==> src/rtl/cec_txr_pkg.sv <==
package cec_txr_pkg;
  typedef enum logic [1:0] {
    RES_ACK    = 2'd0,
    RES_NACK   = 2'd1,
    RES_LOWDRV = 2'd2,
    RES_ARB    = 2'd3
  } phy_res_e;

  localparam int CNT_W = 4;
  localparam int LIM_W = 3;
endpackage

==> src/rtl/cec_txr_buf.sv <==
module cec_txr_buf #(
  parameter int DEPTH = 16,
  parameter int DW    = 8,
  localparam int IW   = $clog2(DEPTH)
) (
  input  logic          clk,
  input  logic          we,
  input  logic [IW-1:0] waddr,
  input  logic [DW-1:0] wdata,
  input  logic [IW-1:0] raddr,
  output logic [DW-1:0] rdata
);
  logic [DW-1:0] mem [DEPTH];

  always_ff @(posedge clk) begin
    if (we) mem[waddr] <= wdata;
    rdata <= mem[raddr];
  end
endmodule

==> src/rtl/cec_txr_seq.sv <==
module cec_txr_seq
  import cec_txr_pkg::*;
(
  input  logic             clk,
  input  logic             rst,
  input  logic             go,
  input  logic [LIM_W-1:0] limit,
  input  logic             phy_done,
  input  logic [1:0]       phy_res,
  input  logic [2:0]       clr,
  output logic             busy,
  output logic             tx_start,
  output logic [CNT_W-1:0] nack_cnt,
  output logic [CNT_W-1:0] ldrv_cnt,
  output logic             flg_done,
  output logic             flg_arb,
  output logic             flg_tmo
);
  localparam logic [CNT_W-1:0] CNT_MAX = '1;

  logic [LIM_W-1:0] retries;
  logic             fail;
  logic             more;
  phy_res_e         res;

  assign res  = phy_res_e'(phy_res);
  assign fail = (res == RES_NACK) || (res == RES_LOWDRV);
  assign more = retries < limit;

  always_ff @(posedge clk) begin
    if (rst) begin
      busy     <= 1'b0;
      tx_start <= 1'b0;
      retries  <= '0;
      nack_cnt <= '0;
      ldrv_cnt <= '0;
      flg_done <= 1'b0;
      flg_arb  <= 1'b0;
      flg_tmo  <= 1'b0;
    end else begin
      tx_start <= 1'b0;
      flg_done <= flg_done & ~clr[2];
      flg_arb  <= flg_arb  & ~clr[1];
      flg_tmo  <= flg_tmo  & ~clr[0];
      if (!busy && go) begin
        busy     <= 1'b1;
        tx_start <= 1'b1;
        retries  <= '0;
        nack_cnt <= '0;
        ldrv_cnt <= '0;
      end else if (busy && phy_done) begin
        if (res == RES_ACK) begin
          busy     <= 1'b0;
          flg_done <= 1'b1;
        end else if (res == RES_ARB) begin
          busy    <= 1'b0;
          flg_arb <= 1'b1;
        end else if (fail) begin
          if (res == RES_NACK && nack_cnt != CNT_MAX) nack_cnt <= nack_cnt + 1'b1;
          if (res == RES_LOWDRV && ldrv_cnt != CNT_MAX) ldrv_cnt <= ldrv_cnt + 1'b1;
          if (more) begin
            retries  <= retries + 1'b1;
            tx_start <= 1'b1;
          end else begin
            busy    <= 1'b0;
            flg_tmo <= 1'b1;
          end
        end
      end
    end
  end
endmodule

==> src/rtl/cec_txr_top.sv <==
module cec_txr_top
  import cec_txr_pkg::*;
#(
  parameter int DEPTH = 16,
  localparam int IW   = $clog2(DEPTH),
  localparam int LW   = $clog2(DEPTH + 1),
  localparam int AW   = $clog2(DEPTH + 5)
) (
  input  logic          clk,
  input  logic          rst,
  input  logic          wr_en,
  input  logic [AW-1:0] wr_addr,
  input  logic [7:0]    wr_data,
  input  logic [AW-1:0] rd_addr,
  output logic [7:0]    rd_data,
  output logic          tx_start,
  output logic [LW-1:0] phy_len,
  input  logic [IW-1:0] phy_idx,
  output logic [7:0]    phy_byte,
  input  logic          phy_done,
  input  logic [1:0]    phy_res,
  output logic          irq
);
  localparam logic [AW-1:0] A_LEN = AW'(DEPTH);
  localparam logic [AW-1:0] A_LIM = AW'(DEPTH + 1);
  localparam logic [AW-1:0] A_EN  = AW'(DEPTH + 2);
  localparam logic [AW-1:0] A_INT = AW'(DEPTH + 3);
  localparam logic [AW-1:0] A_CNT = AW'(DEPTH + 4);

  logic             busy;
  logic             go;
  logic [2:0]       clr;
  logic             buf_we;
  logic [LW-1:0]    len_q;
  logic [LIM_W-1:0] lim_q;
  logic [CNT_W-1:0] nack_cnt, ldrv_cnt;
  logic             flg_done, flg_arb, flg_tmo;

  assign buf_we = wr_en && !busy && (wr_addr < AW'(DEPTH));
  assign go     = wr_en && (wr_addr == A_EN) && wr_data[0];
  assign clr    = (wr_en && wr_addr == A_INT) ? wr_data[5:3] : 3'b000;

  cec_txr_buf #(.DEPTH(DEPTH), .DW(8)) u_buf (
    .clk   (clk),
    .we    (buf_we),
    .waddr (wr_addr[IW-1:0]),
    .wdata (wr_data),
    .raddr (phy_idx),
    .rdata (phy_byte)
  );

  cec_txr_seq u_seq (
    .clk      (clk),
    .rst      (rst),
    .go       (go),
    .limit    (lim_q),
    .phy_done (phy_done),
    .phy_res  (phy_res),
    .clr      (clr),
    .busy     (busy),
    .tx_start (tx_start),
    .nack_cnt (nack_cnt),
    .ldrv_cnt (ldrv_cnt),
    .flg_done (flg_done),
    .flg_arb  (flg_arb),
    .flg_tmo  (flg_tmo)
  );

  always_ff @(posedge clk) begin
    if (rst) begin
      len_q <= '0;
      lim_q <= '0;
    end else if (wr_en && !busy) begin
      if (wr_addr == A_LEN) len_q <= wr_data[LW-1:0];
      if (wr_addr == A_LIM) lim_q <= wr_data[4 +: LIM_W];
    end
  end

  always_ff @(posedge clk) begin
    if (rst) begin
      rd_data <= '0;
    end else begin
      rd_data <= '0;
      case (rd_addr)
        A_LEN:   rd_data <= 8'(len_q);
        A_LIM:   rd_data <= 8'({lim_q, 4'b0000});
        A_EN:    rd_data <= {7'd0, busy};
        A_INT:   rd_data <= {2'b00, flg_done, flg_arb, flg_tmo, 3'b000};
        A_CNT:   rd_data <= {ldrv_cnt, nack_cnt};
        default: rd_data <= '0;
      endcase
    end
  end

  assign phy_len = len_q;
  assign irq     = flg_done | flg_arb | flg_tmo;
endmodule

==> config.mk <==
export PLATFORM = sky130hd
export DESIGN_NAME = cec_txr_top
export DESIGN_NICKNAME = d
export VERILOG_FILES = /design/src/rtl/cec_txr_pkg.sv /design/src/rtl/cec_txr_buf.sv /design/src/rtl/cec_txr_seq.sv /design/src/rtl/cec_txr_top.sv
export SDC_FILE = /design/constraint.sdc
export NUM_CORES = 1
export LEC_CHECK = 0
export ABC_AREA = 1
export BUFFER_PORTS_ARGS = -buffer_cell sky130_fd_sc_hd__clkbuf_2
export CAP_MARGIN = 15
export CORE_MARGIN = 2
export CORE_UTILIZATION = 55
export CTS_BUF_LIST = sky130_fd_sc_hd__clkbuf_4
export DETAILED_ROUTE_END_ITERATION = 8
export PLACE_DENSITY = 0.86
export SYNTH_ARGS = -nofsm -noshare
export SYNTH_HDL_FRONTEND = slang
export SYNTH_SLANG_ARGS = --single-unit
export TNS_END_PERCENT = 100
==> constraint.sdc <==
create_clock -name clk -period 1.78 [get_ports clk]
set_clock_uncertainty 0.1 [all_clocks]
set_input_delay 0.089 -clock clk [delete_from_list [all_inputs] [get_ports clk]]
set_output_delay 0.089 -clock clk [all_outputs]
set_load 0.02 [all_outputs]
==> metrics.md <==
| Metric | Value |
|---|---|
| Status | finished clean |
| Setup Viol. Count Final | 0 |
| Setup slack after layout | between 2 and 3 ps |
| CP endpoint kind | flip-flop |
| Routed vias/inst | 5.60 |
| Worst setup SP type | input pin |
| Slew HR | 0.649 |
| Gpl congestion | approximately 0.86 |
| Num CTS Buffers | 17 |
| Clock network fraction of design power | 0.320 |
| DRC viols | 0 |
| Switching Power | between 1.5 and 2 mW |
| Hold WC Path Type | in -> reg |
| Share of post-route cells with drive strength above 1 | 0.164 |
| Post-Route WL | 16,900 microns |
| Crit-path max cell delay | 690 ps |
| Final Hold Fails | 0 |
| Crit-path leading delay family | buffers and inverters |
| Sw frac | 0.237 |
| F_max | 563 MHz |
| Post-synth net total | 696 |
| P_leak | 3.33 nW |
| Final #Nets | 800 |
| DR WL/cell | ~18 microns |
| DIE HEIGHT | 118 microns |
| Clk slew on worst S/H paths | about 130 ps |
| Initial antenna violation count | 1 |
| Post-Syn Area | 7140 sq um |
| Period utilization | 0.998 |
| Clk_lat worst skew | 560 ps |
| Initial Util | 0.563 |
| Worst Setup Path Type | in -> reg |
| Total GRT Usage | 0.245 |
| Logic pwr share | 0.084 |
| Worst Tran Pin Value | approximately 530 ps |
| Critical path peak fanout | 5 |
| Post-DP HPWL | 10,700 microns |
| Unrepaired setup endpoints after global routing | yes |
| Die footprint | about 14,000 sq um |
| Fin. max-slew vios | 0 |
| WP data arrival | 2170 ps |
| Mean post-synth cell area | 10.8 sq um |
| Seq/Total Area, Yosys | 0.651 |
| CTS root buffer | clkbuf_4 |
| CP bufs+invs | 3 |
| Flop pwr share | 0.596 |
| CP cell instances | dlygate4sd3_1, clkbuf_2, nor2_2, dlygate4sd3_1, nand3_1, o21ai_0, nor2_1, nor2_1 |
| Die Span X | 118 microns |
| #FFs+latches synth | 168 |
| Htree depth | 4 |
| Port bufs | 50 |
| TritonCTS Sinks | 168 |
| Worst path required time | 2170 ps |
| First-pass GRT wire length | 26,000 microns |
| Tmin final | about 1800 ps |
| Count of different cell masters after synthesis | 27 |
| Setup TNS | 0 ps |
| Post-Synthesis Cells | 659 |
| Max clock buf depth | 2 |
| CTS tree | yes |
| DR vias | approximately 5,300 |
| Number of global-route vias before repair | 5,072 |
| Post-layout util | 0.663 |
| Core area | roughly 13,000 sq um |
| Grt ovf | 0 |
| Total power | 7.16 mW |
| DR iter-0 viols | 620 |
| Worst slack at placement | 82.5 ps |
| Max-Cap Viols | 0 |
| Rows | 41 |
| Largest net degree at the start of global routing | 46 |
| Slowest cell on crit path | dlygate4sd3_1 |
| I/O Pins | around 50 |
| PwrDens | around 850 nW/um^2 |
| Internal | 5.46 mW |
| ANT nets after route | 0 |
| Number of synthesis warnings | 0 |
| Area grow syn2layout | 17.7% |
| IR drop worst, VDD | 0.553 mV |
| First-pass detailed-route iteration total | 6 |
## cells by family (layout without fill, tap and decap cells)
| family | count (synthesis) | after routing | synth area share |
|---|---|---|---|
| flops | 168 | 168 | 0.651 |
| buf+inv | 126 | 243 | 0.0748 |
| compound gates | 110 | 110 | 0.103 |
| fa+ha+maj | 9 | 9 | 0.0158 |
| xor+xnor | 5 | 5 | 0.00613 |
| other cells | 0 | 1 | 0 |
| simple gates | 241 | 241 | 0.150 |
## through the flow
step | hold WS [ps] | instance area (sq um) | cells
2_1_floorplan | 87.9 | 7140 | 659
3_3_place_gp | 295 | 7660 | 876
3_5_place_dp | 295 | 7660 | 876
4_1_cts | 3.40 | 8340 | 945
5_1_grt | 44.5 | 8400 | 949
6_report | 40.7 | 8400 | 949
## cell usage in the layout, fill, tap and decap left out, drive strengths merged
cell type | Yosys | layout
edfxtp | 128 | 128
nand2 | 116 | 116
inv | 96 | 98
clkbuf | 2 | 67
nand3 | 64 | 64
o211ai | 53 | 53
nor2 | 43 | 43
dfxtp | 40 | 40
dlygate4sd3 | 0 | 38
a21oi | 34 | 34
buf | 27 | 27
o21ai | 23 | 23
nand4 | 13 | 13
ha | 9 | 9
clkinv | 1 | 9
xor2 | 5 | 5
bufinv | 0 | 3
or2 | 2 | 2
diode | 0 | 1
or3 | 1 | 1
nor4 | 1 | 1
nor3 | 1 | 1
clkinvlp | 0 | 1
## flip-flops by register name, summed over array words and instances, names as in the netlist, 3 cells and up
| name | cells |
|---|---|
| u_buf.mem | 128 |
| rd_data | 8 |
| u_buf.rdata | 8 |
| phy_len | 5 |
| u_seq.ldrv_cnt | 4 |
| u_seq.nack_cnt | 4 |
| lim_q | 3 |
| u_seq.retries | 3 |
## layer usage
metal  vias to the layer above  routed length, microns  track usage
met1                      2502                    6670        0.313
met4                         0                     437        0.100
met2                       290                    8500        0.410
met5                         -                       0            0
met3                        45                    1300       0.0514
li1                       2480                       -            -
## cell usage after synthesis, drive strengths merged
master	number	area share
o211ai	53	0.063
nand3	64	0.045
dfxtp	40	0.11
edfxtp	128	0.54
or3	1	0.00088
clkinv	1	0.00070
inv	96	0.050
ha	9	0.016
o21ai	23	0.016
nand2	116	0.061
a21oi	34	0.024
or2	2	0.0018
nor4	1	0.00088
nand4	13	0.016
nor3	1	0.00070
xor2	5	0.0061
buf	27	0.023
nor2	43	0.024
clkbuf	2	0.0011
## layout make-up
cell class	instances	area [sq um]
multi-input cells	365	1990
fillers	889	4270
clock inverters	14	175
inverters	97	365
clock buffers	18	135
flip-flops and latches	168	4640
diodes	1	2.50
well taps	172	215
repair buffers	114	872
## repair_timing
| action | CTS | global route |
|---|---|---|
| endpoints found under the setup margin | 0 | 37 |
| resized for setup | 0 | 14 |
| endpoints found under the hold margin | 142 | 4 |
| buffers inserted | 0 | 2 |
| hold buffers | 37 | 1 |
## power by group through the flow
stage / registers, mW / clock network, mW / logic (mW)
floorplan: 4.38 / 0 / 0.273
global placement: 4.35 / 0 / 0.494
detailed placement: 4.35 / 0 / 0.509
CTS: 4.26 / 2.31 / 0.568
global route: 4.27 / 2.49 / 0.642
finish: 4.27 / 2.29 / 0.599
## final timing paths
check / to / start / cells past startpoint / slack, ps
hold / removal: phy_len[3] / wr_addr[3] / 5 / 40
setup / recovery: rd_data[4] / rd_addr[3] / 8 / 3
hold reg to reg: lim_q[0] / lim_q[0] / 2 / 400
setup reg to reg: u_buf.mem[3][2] / u_seq.busy / 6 / 60
## tightest hold or removal path: cells and delay by family
family	cells	cell delay, ps
simple gates	3	320
buf+inv	1	160
compound gates	1	100
(Power assumes the default switching activity.)
